<file path="src/rtl/reclaim_pkg.sv">
package reclaim_pkg;
  typedef enum logic [1:0] {
    VERDICT_SKIP = 2'd0,   // not resident or no step
    VERDICT_KEEP = 2'd1,   // still in use
    VERDICT_FREE = 2'd2,
    VERDICT_WB   = 2'd3
  } verdict_e;
endpackage

</file>
<file path="src/rtl/reclaim_frame_table.sv">
module reclaim_frame_table #(
  parameter int NUM_FRAMES = 16,
  parameter int FRAME_W    = $clog2(NUM_FRAMES)
) (
  input  logic                  clk_i,
  input  logic                  rst_ni,
  input  logic                  ref_valid_i,
  input  logic [FRAME_W-1:0]    ref_frame_i,
  input  logic                  ref_write_i,
  input  logic                  alloc_valid_i,
  input  logic [FRAME_W-1:0]    alloc_frame_i,
  input  logic                  clr_valid_i,
  input  logic [FRAME_W-1:0]    clr_frame_i,
  input  logic                  drop_valid_i,
  input  logic [FRAME_W-1:0]    drop_frame_i,
  input  logic                  clean_valid_i,
  input  logic [FRAME_W-1:0]    clean_frame_i,
  output logic [NUM_FRAMES-1:0] resident_o,
  output logic [NUM_FRAMES-1:0] used_o,
  output logic [NUM_FRAMES-1:0] dirty_o
);

  for (genvar i = 0; i < NUM_FRAMES; i++) begin : g_frame
    localparam logic [FRAME_W-1:0] IDX = FRAME_W'(i);
    logic ref_hit, alloc_hit, clr_hit, drop_hit, clean_hit;

    assign ref_hit   = ref_valid_i   && (ref_frame_i   == IDX) && resident_o[i];
    assign alloc_hit = alloc_valid_i && (alloc_frame_i == IDX);
    assign clr_hit   = clr_valid_i   && (clr_frame_i   == IDX);
    assign drop_hit  = drop_valid_i  && (drop_frame_i  == IDX);
    assign clean_hit = clean_valid_i && (clean_frame_i == IDX);

    always_ff @(posedge clk_i or negedge rst_ni) begin
      if (!rst_ni) begin
        resident_o[i] <= 1'b0;
        used_o[i]     <= 1'b0;
        dirty_o[i]    <= 1'b0;
      end else begin
        // priority: alloc > reference > clear
        if (alloc_hit)      used_o[i] <= 1'b1;
        else if (ref_hit)   used_o[i] <= 1'b1;
        else if (clr_hit)   used_o[i] <= 1'b0;

        if (alloc_hit)                    dirty_o[i] <= 1'b0;
        else if (ref_hit && ref_write_i)  dirty_o[i] <= 1'b1;
        else if (clean_hit)               dirty_o[i] <= 1'b0;

        if (alloc_hit)      resident_o[i] <= 1'b1;
        else if (drop_hit)  resident_o[i] <= 1'b0;
      end
    end
  end

  AST_REF_SETS_USED: assert property (@(posedge clk_i) disable iff (!rst_ni)
    (ref_valid_i && resident_o[ref_frame_i]) |=> used_o[$past(ref_frame_i)]);

  AST_WRITE_SETS_DIRTY: assert property (@(posedge clk_i) disable iff (!rst_ni)
    (ref_valid_i && ref_write_i && resident_o[ref_frame_i] &&
     !(alloc_valid_i && alloc_frame_i == ref_frame_i))
    |=> dirty_o[$past(ref_frame_i)]);

  AST_ALLOC_FRESH: assert property (@(posedge clk_i) disable iff (!rst_ni)
    alloc_valid_i |=> (resident_o[$past(alloc_frame_i)] && used_o[$past(alloc_frame_i)]
                       && !dirty_o[$past(alloc_frame_i)]));

endmodule

</file>
<file path="src/rtl/reclaim_pointers.sv">
module reclaim_pointers #(
  parameter int NUM_FRAMES = 16,
  parameter int GAP        = 4,
  parameter int FRAME_W    = $clog2(NUM_FRAMES)
) (
  input  logic               clk_i,
  input  logic               rst_ni,
  input  logic               step_go_i,
  output logic [FRAME_W-1:0] clear_ptr_o,
  output logic [FRAME_W-1:0] scan_ptr_o
);

  localparam logic [FRAME_W-1:0] LAST    = FRAME_W'(NUM_FRAMES - 1);
  localparam logic [FRAME_W-1:0] GAP_IDX = FRAME_W'(GAP % NUM_FRAMES);

  function automatic logic [FRAME_W-1:0] wrap_inc(input logic [FRAME_W-1:0] p);
    return (p == LAST) ? '0 : p + 1'b1;
  endfunction

  always_ff @(posedge clk_i or negedge rst_ni) begin
    if (!rst_ni) begin
      clear_ptr_o <= GAP_IDX;
      scan_ptr_o  <= '0;
    end else if (step_go_i) begin
      clear_ptr_o <= wrap_inc(clear_ptr_o);
      scan_ptr_o  <= wrap_inc(scan_ptr_o);
    end
  end

  AST_PTR_GAP: assert property (@(posedge clk_i) disable iff (!rst_ni)
    int'(clear_ptr_o) == (int'(scan_ptr_o) + GAP) % NUM_FRAMES);

  AST_PTR_ADVANCE: assert property (@(posedge clk_i) disable iff (!rst_ni)
    step_go_i |=> int'(scan_ptr_o) == (int'($past(scan_ptr_o)) + 1) % NUM_FRAMES);

  AST_PTR_HOLD: assert property (@(posedge clk_i) disable iff (!rst_ni)
    !step_go_i |=> $stable(scan_ptr_o) && $stable(clear_ptr_o));

endmodule

</file>
<file path="src/rtl/reclaim_issue.sv">
module reclaim_issue
  import reclaim_pkg::*;
#(
  parameter int FRAME_W = 4
) (
  input  logic               clk_i,
  input  logic               rst_ni,
  input  logic               step_i,
  input  logic               wb_ack_i,
  input  logic [FRAME_W-1:0] scan_ptr_i,
  input  logic               scan_resident_i,
  input  logic               scan_used_i,
  input  logic               scan_dirty_i,
  input  logic               scan_touched_i,
  output logic               step_go_o,
  output logic               drop_valid_o,
  output logic               clean_valid_o,
  output logic               free_valid_o,
  output logic [FRAME_W-1:0] free_frame_o,
  output logic               wb_valid_o,
  output logic [FRAME_W-1:0] wb_frame_o
);

  verdict_e verdict;

  assign step_go_o = step_i && !wb_valid_o;

  always_comb begin
    verdict = VERDICT_SKIP;
    if (step_go_o && scan_resident_i) begin
      if (scan_used_i || scan_touched_i) verdict = VERDICT_KEEP;
      else if (scan_dirty_i)             verdict = VERDICT_WB;
      else                               verdict = VERDICT_FREE;
    end
  end

  assign drop_valid_o  = (verdict == VERDICT_FREE);
  assign clean_valid_o = wb_valid_o && wb_ack_i;

  always_ff @(posedge clk_i or negedge rst_ni) begin
    if (!rst_ni) begin
      free_valid_o <= 1'b0;
      free_frame_o <= '0;
      wb_valid_o   <= 1'b0;
      wb_frame_o   <= '0;
    end else begin
      free_valid_o <= drop_valid_o;
      if (drop_valid_o) free_frame_o <= scan_ptr_i;
      if (clean_valid_o) begin
        wb_valid_o <= 1'b0;
      end else if (verdict == VERDICT_WB) begin
        wb_valid_o <= 1'b1;
        wb_frame_o <= scan_ptr_i;
      end
    end
  end

  AST_WB_HOLD: assert property (@(posedge clk_i) disable iff (!rst_ni)
    (wb_valid_o && !wb_ack_i) |=> (wb_valid_o && $stable(wb_frame_o)));

  AST_WB_RELEASE: assert property (@(posedge clk_i) disable iff (!rst_ni)
    (wb_valid_o && wb_ack_i) |=> !wb_valid_o);

  AST_STALL: assert property (@(posedge clk_i) disable iff (!rst_ni)
    wb_valid_o |-> !step_go_o);

  AST_OUT_EXCL: assert property (@(posedge clk_i) disable iff (!rst_ni)
    !(free_valid_o && wb_valid_o));

  AST_FREE_PULSE: assert property (@(posedge clk_i) disable iff (!rst_ni)
    free_valid_o |=> !free_valid_o || $past(step_i));

endmodule

</file>
<file path="src/rtl/page_reclaim_engine.sv">
module page_reclaim_engine #(
  parameter int NUM_FRAMES = 16,
  parameter int GAP        = 4,
  parameter int FRAME_W    = $clog2(NUM_FRAMES)
) (
  input  logic               clk_i,
  input  logic               rst_ni,
  input  logic               ref_valid_i,
  input  logic [FRAME_W-1:0] ref_frame_i,
  input  logic               ref_write_i,
  input  logic               alloc_valid_i,
  input  logic [FRAME_W-1:0] alloc_frame_i,
  input  logic               step_i,
  input  logic               wb_ack_i,
  output logic               free_valid_o,
  output logic [FRAME_W-1:0] free_frame_o,
  output logic               wb_valid_o,
  output logic [FRAME_W-1:0] wb_frame_o
);

  logic [NUM_FRAMES-1:0] resident, used, dirty;
  logic [FRAME_W-1:0]    clear_ptr, scan_ptr;
  logic                  step_go, drop_valid, clean_valid, scan_touched;

  reclaim_pointers #(
    .NUM_FRAMES(NUM_FRAMES), .GAP(GAP), .FRAME_W(FRAME_W)
  ) u_ptrs (
    .clk_i       (clk_i),
    .rst_ni      (rst_ni),
    .step_go_i   (step_go),
    .clear_ptr_o (clear_ptr),
    .scan_ptr_o  (scan_ptr)
  );

  // a same-cycle reference or allocation keeps the scanned frame alive
  assign scan_touched = (ref_valid_i && ref_frame_i == scan_ptr && resident[scan_ptr]) ||
                        (alloc_valid_i && alloc_frame_i == scan_ptr);

  reclaim_issue #(.FRAME_W(FRAME_W)) u_issue (
    .clk_i           (clk_i),
    .rst_ni          (rst_ni),
    .step_i          (step_i),
    .wb_ack_i        (wb_ack_i),
    .scan_ptr_i      (scan_ptr),
    .scan_resident_i (resident[scan_ptr]),
    .scan_used_i     (used[scan_ptr]),
    .scan_dirty_i    (dirty[scan_ptr]),
    .scan_touched_i  (scan_touched),
    .step_go_o       (step_go),
    .drop_valid_o    (drop_valid),
    .clean_valid_o   (clean_valid),
    .free_valid_o    (free_valid_o),
    .free_frame_o    (free_frame_o),
    .wb_valid_o      (wb_valid_o),
    .wb_frame_o      (wb_frame_o)
  );

  reclaim_frame_table #(
    .NUM_FRAMES(NUM_FRAMES), .FRAME_W(FRAME_W)
  ) u_table (
    .clk_i         (clk_i),
    .rst_ni        (rst_ni),
    .ref_valid_i   (ref_valid_i),
    .ref_frame_i   (ref_frame_i),
    .ref_write_i   (ref_write_i),
    .alloc_valid_i (alloc_valid_i),
    .alloc_frame_i (alloc_frame_i),
    .clr_valid_i   (step_go),
    .clr_frame_i   (clear_ptr),
    .drop_valid_i  (drop_valid),
    .drop_frame_i  (scan_ptr),
    .clean_valid_i (clean_valid),
    .clean_frame_i (wb_frame_o),
    .resident_o    (resident),
    .used_o        (used),
    .dirty_o       (dirty)
  );

  AST_FREED_GONE: assert property (@(posedge clk_i) disable iff (!rst_ni)
    free_valid_o |-> !resident[free_frame_o]);

  AST_WB_RESIDENT: assert property (@(posedge clk_i) disable iff (!rst_ni)
    (wb_valid_o && !$past(wb_valid_o)) |-> resident[wb_frame_o]);

endmodule

</file>
<file path="config.mk">
export PLATFORM = sky130hd
export DESIGN_NAME = page_reclaim_engine
export DESIGN_NICKNAME = d
export VERILOG_FILES = /design/src/rtl/reclaim_pkg.sv /design/src/rtl/reclaim_frame_table.sv /design/src/rtl/reclaim_pointers.sv /design/src/rtl/reclaim_issue.sv /design/src/rtl/page_reclaim_engine.sv
export SDC_FILE = /design/constraint.sdc
export NUM_CORES = 1
export LEC_CHECK = 0
export CORE_MARGIN = 2
export CORE_UTILIZATION = 57
export DETAILED_ROUTE_END_ITERATION = 8
export GPL_TIMING_DRIVEN = 0
export PLACE_DENSITY = 0.78
export SETUP_SLACK_MARGIN = 0.1
export SYNTH_ARGS = -nofsm -noshare
export SYNTH_HDL_FRONTEND = slang
export SYNTH_SLANG_ARGS = --single-unit
</file>
<file path="constraint.sdc">
create_clock -name clk_i -period 2.9 [get_ports clk_i]
set_input_delay 0.58 -clock clk_i [delete_from_list [all_inputs] [get_ports clk_i]]
set_output_delay 0.58 -clock clk_i [all_outputs]
set_load 0.01 [all_outputs]
</file>
## After elaboration in Yosys (flattened, before gate mapping)

Cells that the tools add are included.

- Eq/ne operators: 79
- $lt $le $gt $ge: 1
- Muxes and demuxes: 141
- Add/subtract/negate cells: 2
- Divide/modulo/power cells: 0
- Bitwise logic cells: 1
- Reductions and logical operators: 176
- Shifts and indexed selects: 0
- Multiply operators: 0

Operator list:

| operator | count |
|---|---|
| equality test 4 bit (second input constant) | 40 |
| two-way mux 1 bit | 134 |
| logical AND 1 bit | 118 |
| nonzero test 3 bit | 32 |
| equality test 4 x 3 -> 1 bit (second input constant) | 20 |
| equality test 4 x 2 -> 1 bit (second input constant) | 10 |
| nonzero test 2 bit | 17 |
| equality test 4 x 1 -> 1 bit (second input constant) | 5 |
| zero test 4 bit | 5 |
| binary-select mux 1 bit (select 4 bit) | 3 |
| adder 4 x 1 -> 4 bit (second input constant) | 2 |
| equality test 4 bit | 2 |
| two-way mux 4 bit | 2 |
| < comparator 4 x 5 -> 1 bit (second input constant) | 1 |
| equality test 2 bit (second input constant) | 2 |
| two-way mux 2 bit | 2 |
| logical OR 1 bit | 2 |
| AND reduction 2 bit | 1 |
| zero test 1 bit | 1 |
| inverter 1 bit | 1 |

- Memory bits (read-only): 0
- Latch bits: 0
- Bits in writable memories: 0
- Memories kept: 0
- Output and inout port bits: 10
- Register bits after elaboration: 66
- Word-level logic and storage cells: 454

## Depth between registers and ports, before layout

Gate-level depths: netlist of run 1.

- Word-level depth: 11
- Depth in mapped cells: 9

## Modules after synthesis

Synthesis of run 1 repeated with hierarchy kept, for this count alone.

- Cell total of the unflattened synthesis: 337
- Area, all modules: 3579.7 sq um

Modules (own cells, without submodules):

| module | area each (sq um) | instances | cells each |
|---|---|---|---|
| reclaim_frame_table | 2273.4 | 1 | 239 |
| page_reclaim_engine | 508.0 | 1 | 37 |
| reclaim_issue | 425.4 | 1 | 26 |
| reclaim_pointers | 372.9 | 1 | 35 |

## Worst setup path before layout of run 1

OpenSTA, ideal clock, no wires.

- Path kind: input to register
- Start: input alloc_frame_i[0]
- End: register u_issue.wb_frame_o[3]
- Cell stages on the path: 8
- Library setup time: 0.125 ns
- Path slack: 0.865 ns
- Data arrival time: 1.910 ns
- Required time: 2.775 ns
- Cells stage by stage: buf_2 xnor2_1 nand3_1 nor3b_2 mux2i_4 buf_6 nand4_4 mux2_4

- Cells in the longest elaborated chain, start to end: 8

RTL lines:

| element | RTL line | source |
|---|---|---|
| start, declared | page_reclaim_engine.sv:12 | `input logic [FRAME_W-1:0] alloc_frame_i,` |
| equality test 4 bit | page_reclaim_engine.sv:37 | `(alloc_valid_i && alloc_frame_i == scan_ptr);` |
| logical AND 1 bit | page_reclaim_engine.sv:37 |  |
| logical OR 1 bit | page_reclaim_engine.sv:36 | `assign scan_touched = (ref_valid_i && ref_frame_i == scan_ptr && resident[scan_ptr]) \|\|` |
| logical OR 1 bit | reclaim_issue.sv:31 | `if (scan_used_i \|\| scan_touched_i) verdict = VERDICT_KEEP;` |
| two-way mux 2 bit | reclaim_issue.sv:31 |  |
| two-way mux 2 bit | reclaim_issue.sv:30 | `if (step_go_o && scan_resident_i) begin` |
| equality test 2 bit | reclaim_issue.sv:51 | `end else if (verdict == VERDICT_WB) begin` |
| AND reduction 2 bit (no source line) | -- |  |
| end signal, assigned | reclaim_issue.sv:53 | `wb_frame_o <= scan_ptr_i;` |
| end, declared | reclaim_issue.sv:21 | `output logic [FRAME_W-1:0] wb_frame_o` |

No other way between the ends.
A chain may end at the register's enable or synchronous reset.

## Worst setup path in the final report of run 1

- Start: input step_i
- End: register u_table.resident_o[10]

- Cells in the longest elaborated chain, start to end: 6

RTL lines:

| element | RTL line | source |
|---|---|---|
| start, declared | page_reclaim_engine.sv:13 | `input logic step_i,` |
| logical AND 1 bit | reclaim_issue.sv:26 | `assign step_go_o = step_i && !wb_valid_o;` |
| logical AND 1 bit | reclaim_issue.sv:30 |  |
| two-way mux 2 bit | reclaim_issue.sv:30 |  |
| equality test 2 bit | reclaim_issue.sv:37 | `assign drop_valid_o = (verdict == VERDICT_FREE);` |
| logical AND 1 bit | reclaim_frame_table.sv:30 | `assign drop_hit = drop_valid_i && (drop_frame_i == IDX);` |
| nonzero test 2 bit (no source line) | -- |  |
| end signal, assigned by index | reclaim_frame_table.sv:35 | `resident_o[i] <= 1'b0;` |
| end signal, assigned by index | reclaim_frame_table.sv:48 | `if (alloc_hit) resident_o[i] <= 1'b1;` |
| end signal, assigned by index | reclaim_frame_table.sv:49 | `else if (drop_hit) resident_o[i] <= 1'b0;` |
| end, declared | reclaim_frame_table.sv:18 | `output logic [NUM_FRAMES-1:0] resident_o,` |

No other way between the ends.

==> results of run 1 <==
==> metal layers <==
layer,up-vias,wire (um)
li1,1550,-
met1,1664,4570
met2,215,5070
met3,38,993
met4,0,352
met5,-,0
==> registers in the layout, summed over array words and instances, names as in the netlist <==
register and count:
u_issue.wb_frame_o 4, u_table.resident_o 16, u_table.dirty_o 16, u_ptrs.scan_ptr_o 4, u_issue.free_valid_o 1, u_issue.wb_valid_o 1
u_issue.free_frame_o 4, u_table.used_o 16, u_ptrs.clear_ptr_o 4
==> cells in the mapped netlist (2+ instances only) <==
library cell   n  area (um2)
a21oi_1       20         100
buf_4          2        15.0
nor4_1         2        12.5
a21o_1         8        60.1
nand2_1       35         131
nand2b_1      12        75.1
xor2_1         3        26.3
nand3_1       21         105
and3_1         3        18.8
xnor2_1        5        43.8
mux4_2         2        45.0
dfrtp_1       65        1630
nor2b_1        5        31.3
nand4_1       27         169
o21ai_0       41         205
a22oi_1        3        22.5
mux2_4         9         135
and2_1         3        18.8
nand4b_1       2        17.5
inv_1          7        26.3
buf_6          4        45.0
o22a_1         4        35.0
nor2_1        23        86.3
mux2i_1       15         150
o41ai_1        2        17.5
nor3b_1        3        22.5
nor3_1         4        20.0
mux2_2         4        45.0
ha_1           8         100
or2_2          5        31.3
buf_2          4        20.0
clkbuf_1      13        48.8
a31oi_1       15        93.8
==> final cells by class <==
type | instances | area, um2 | share of cell area [%]
buffer | 25 | 148 | 3.34
clock buffer | 11 | 151 | 3.42
clock inverter | 5 | 52.6 | 1.19
inverter | 7 | 26.3 | 0.594
multi-input combinational | 306 | 2080 | 47.1
sequential | 66 | 1650 | 37.4
tap | 80 | 100 | 2.26
timing repair buffer | 21 | 208 | 4.70
==> power groups by stage <==
stage,logic (uW),clock network [uW],registers (uW)
floorplan,1720,0,1560
global placement,2290,0,1600
detailed placement,2340,0,1630
CTS,2350,807,1610
global route,2570,850,1670
finish,2370,798,1630
==> kinds of logic after synthesis <==
family	share of synthesized area, %
and+or+nand+nor	21.8
AOI/OAI and AO/OA	17.0
adders and majority gates	2.56
xor gates and xnor gates	1.79
buffers and inverters	4.45
muxes	10.2
DFF	42.3
==> worst max path at each step <==
stage	cells past startpoint	to	slack, ps	from
finish	8	u_table.resident_o[10]	340	step_i
CTS	8	u_table.resident_o[7]	400	step_i
global route	8	u_table.resident_o[10]	250	step_i
detailed placement	8	u_table.resident_o[7]	50	step_i
floorplan	8	u_issue.wb_frame_o[3]	860	alloc_frame_i[0]
global placement	1	u_table.used_o[10]	-1010	rst_ni
==> metrics by stage <==
stage / util (%) / worst slack (ps) / hold slack [ps] / instances / power [uW]
after floorplan: - / 865 / 284 / 404 / 3280
after global placement: 62.8 / -1010 / 484 / 505 / 3890
after detailed placement: 62.8 / 52.9 / 495 / 505 / 3970
after CTS: 65.8 / 404 / 372 / 521 / 4770
after global routing: 65.8 / 250 / 414 / 521 / 5090
final: 65.8 / 335 / 325 / 521 / 4800
==> results.json, run 1 <==
{
  "outcome": "finished clean",
  "grt_pass1_vias": 3248,
  "fin_crit_sh_pct": 88.4,
  "nets": 459,
  "setup_viol": 0,
  "final_max_slew_viol_count": 0,
  "fin_crit_ps": 2560,
  "criticalPathCategory": "input port to flop",
  "clock-skew-final_ps": 5.53,
  "reg2regPathDepth": 8,
  "p_comb_share_pct": 49.4,
  "p_int_uw": 2820,
  "cts_tree": "built",
  "crit_required_ps": 3120,
  "rows": 30,
  "drcViolationCount": 0,
  "wl_mm": 11.0,
  "postCtsResizedCells": 0,
  "netSwitchingPower_uw": 1980,
  "track_usage_pct": 31.6,
  "r2r-start": "u_ptrs.scan_ptr_o[1]",
  "cts_root_buf": "clkbuf_8",
  "grt_use_met2_pct": 49.1,
  "dp_hpwl_mm": 8.18,
  "slew_headroom_pct": 16.3,
  "synth_flop_cell": "dfrtp_1",
  "syn_nets": 427,
  "wl_per_cell_um": 21.1,
  "die_height_um": 86.8,
  "syn_inst": 404,
  "seq_area_frac_synth_pct": 42.3,
  "finalHoldViolCount": 0,
  "syn_area_um2": 3910,
  "fmaxAchievable_ghz": 0.390,
  "antenna_found_initial": 0,
  "grt_pass1_wl_mm": 17.7,
  "p_seq_share_pct": 34.0,
  "vias": 3467,
  "arrival_ps": 2780,
  "drt_iter0_drc": 466,
  "max_slew.worst_pin.slew_ps": 1250,
  "cap_violations": 0,
  "path_delay_family": "simple AND/OR/NAND/NOR gates",
  "yosysUniqueCellTypes": 58,
  "r2r_end": "u_table.resident_o[10]",
  "top_usage_layer": "met2",
  "clkPwrFrac_pct": 16.6,
  "die_x_um": 86.8,
  "ioPinCount": 25,
  "worst_setup_path_end_kind": "flop",
  "port_buffers": 21,
  "powerDensity_nw_per_um2": 1090,
  "yosysWarnings": 0,
  "rsz0062_at_grt": "no",
  "crit_chain": "clkdlybuf4s50_1 > nor2b_1 > o211a_1 > nand3_1 > a21boi_4 > buf_6 > and3_1 > a31oi_1",
  "peakVddDrop_uv": 583,
  "antenna_cells": 0,
  "clockBufferDepth": 2,
  "drt-pass1-iter-count": 5,
  "rrSetupSlack_ps": 480,
  "n_fill_cell": 540,
  "clkTransAtPathRegs_ps": 70,
  "sw_frac_of_total_pct": 41.3,
  "cp-start-kind": "input port",
  "post-cts-setup-buffer-count": 0,
  "critPathMaxFanout": 10,
  "cellLeakagePower_uw": 0.00181,
  "synth-seq-cells": 66,
  "clock_sinks": 66,
  "use_met3_pct": 6.00,
  "clock_latency_ps": 350,
  "grt_max_degree": 67,
  "layout_common_cells": "dfrtp_1 (65), o21ai_0 (41), nand2_1 (35)",
  "final_common_cell": "dfrtp_1",
  "numCtsBuffers": 9,
  "max_stage_delay_ps": 480,
  "core-area_um2": 6720,
  "grt_util_met1_pct": 44.3,
  "drive_gt1_share_pct": 13.8,
  "via_per_inst": 6.65,
  "final_area_um2": 4420,
  "cts.hold.buffers_added": 0,
  "crit_slowest_cell": "clkdlybuf4s50_1",
  "die-area_um2": 7540,
  "gp_congestion": 0.964,
  "start_util_pct": 58.2,
  "placed_area_um2": 4220,
  "cts-htree-levels": 3,
  "syn_avg_cell_area_um2": 9.68,
  "synth_enable_flop_cells": 0,
  "area_growth_syn_to_layout_pct": 13.1,
  "worst-path-buf-inv": 2,
  "fin_tns_setup_ps": 0,
  "grt-ovfl-total": 0,
  "holdCritPathClass": "input port to async pin",
  "synthArstFlopShare_pct": 100,
  "ant_nets": 0
}
No activity file was read; power rests on OpenSTA's default activity.
==> inputs of run 2 (changes only) <==
- CORE_UTILIZATION: 57 -> 45
- PLACE_DENSITY: 0.78 -> 0.64
==> results.json, run 2 (same netlist as run 1, synthesis figures left out) <==
{
  "antenna_found_initial": 0,
  "r2r-start": "u_ptrs.scan_ptr_o[0]",
  "area_growth_syn_to_layout_pct": 13.3,
  "reg.largest.list": "u_table.dirty_o: 16 flops, u_table.resident_o: 16 flops, u_table.used_o: 16 flops",
  "hold_ws_ps": 332,
  "grt_pass1_vias": 3237,
  "dp_hpwl_mm": 8.59,
  "antenna_cells": 0,
  "cp-start-kind": "input port",
  "grt_pass1_wl_mm": 18.1,
  "die_height_um": 97.2,
  "grt-ovfl-total": 0,
  "drive_gt1_share_pct": 13.4,
  "cts-htree-levels": 3,
  "final_common_cell": "dfrtp_1",
  "rsz0062_at_grt": "no",
  "start_util_pct": 45.5,
  "cts.hold.buffers_added": 0,
  "drcViolationCount": 0,
  "clock_sinks": 66,
  "highest_layer": "met4",
  "startpoint": "step_i",
  "core-area_um2": 8590,
  "max_slew.worst_pin.slew_ps": 1190,
  "n_fill_cell": 820,
  "setup_viol": 0,
  "drt-pass1-iter-count": 5,
  "powerDensity_nw_per_um2": 1070,
  "crit_required_ps": 3140,
  "die-area_um2": 9450,
  "cap_violations": 0,
  "critPathMaxFanout": 10,
  "peakVddDrop_uv": 419,
  "fin_tns_setup_ps": 0,
  "fin_crit_ps": 2560,
  "arrival_ps": 2800,
  "cellLeakagePower_uw": 0.00179,
  "post-cts-setup-buffer-count": 0,
  "wl_met3_um": 650,
  "ant_nets": 0,
  "die_x_um": 97.2,
  "gp_congestion": 0.908,
  "route.met2.wl_mm": 5.41,
  "ioPinCount": 25,
  "cts_root_buf": "clkbuf_8",
  "fmaxAchievable_ghz": 0.391,
  "nets": 459,
  "drt_iter0_drc": 252,
  "final_max_slew_viol_count": 0,
  "numCtsBuffers": 9,
  "postCtsResizedCells": 0,
  "clockBufferDepth": 2,
  "vias": 3306,
  "wl_mm": 11.4,
  "port_buffers": 21,
  "fin_crit_sh_pct": 88.3,
  "grt_max_degree": 67,
  "finalHoldViolCount": 0,
  "layout_common_cells": "dfrtp_1 (65), o21ai_0 (41), nand2_1 (35)",
  "wl_per_cell_um": 20.8,
  "rows": 34,
  "cts_tree": "built",
  "clock-skew-final_ps": 8.32,
  "wl_met1_mm": 5.13,
  "holdCritPathClass": "input port to async pin",
  "outcome": "finished clean",
  "worst_setup_path_end_kind": "flop",
  "via_per_inst": 6.04,
  "track_usage_pct": 24.8,
  "clock_latency_ps": 350,
  "criticalPathCategory": "input port to flop",
  "slew_headroom_pct": 20.3,
  "clkTransAtPathRegs_ps": 70
}
-- run 2: cell types whose count changed in the layout (fill, tap and decap cells not counted) --
| cell | previous run | this run |
|---|---|---|
| bufinv_16 | 1 | 0 |
| clkbuf_8 | 11 | 12 |
| clkinv_2 | 3 | 1 |
-- run 2: report_power, final --
group / switching, uW / leakage (uW) / total [uW] / internal [uW]
combinational: 1320 / 0.000923 / 2390 / 1070
sequential: 309 / 0.000780 / 1620 / 1310
clock: 355 / 0.0000903 / 725 / 370
total: 1980 / 0.00179 / 4730 / 2750
-- run 2: final cells by class --
type / instances / area (um2) / share of cell area, %
Sequential cell: 66 / 1650 / 37.3
Tap cell: 108 / 135 / 3.05
Inverter: 7 / 26.3 / 0.593
Clock buffer: 12 / 165 / 3.73
Buffer: 25 / 148 / 3.33
Clock inverter: 2 / 12.5 / 0.282
Multi-Input combinational cell: 306 / 2080 / 47.0
Timing Repair Buffer: 21 / 208 / 4.69
-- run 2: final timing paths --
| kind | end | slack [ps] | depth (start not counted) |
|---|---|---|---|
| max reg2reg | u_issue.free_frame_o[1] | 490 | 8 |
| min reg2reg | u_table.used_o[3] | 520 | 2 |
| max | u_table.resident_o[7] | 340 | 8 |
| min in group clk_i | u_table.used_o[3] | 520 | 2 |
| min | u_issue.free_frame_o[1] | 330 | 1 |
| max in group asynchronous | u_table.resident_o[10] | 2000 | 1 |
-- run 2: stage by stage --
stage	util (%)	total power (uW)	setup WS [ps]	cells	instance area, um2
finish	51.6	4730	340	547	4430
CTS	51.6	4730	403	547	4430
global placement	49.5	3950	-994	533	4260
global route	51.6	5020	272	547	4430
floorplan	-	3280	865	404	3910
detailed placement	49.5	4000	38.2	533	4250
-- run 2: metal layers --
metal	GRT usage, %	vias up
met5	0	-
met1	34.3	1614
li1	-	1540
met4	8.97	0
met2	39.9	138
met3	3.88	14
-- run 2: worst max-delay path, stage by stage --
cell	delay (ps)
clkdlybuf4s50_1	490
nor2b_1	470
o211a_1	230
nand3_1	130
a21boi_4	280
buf_6	180
nand4b_2	210
o22a_1	230
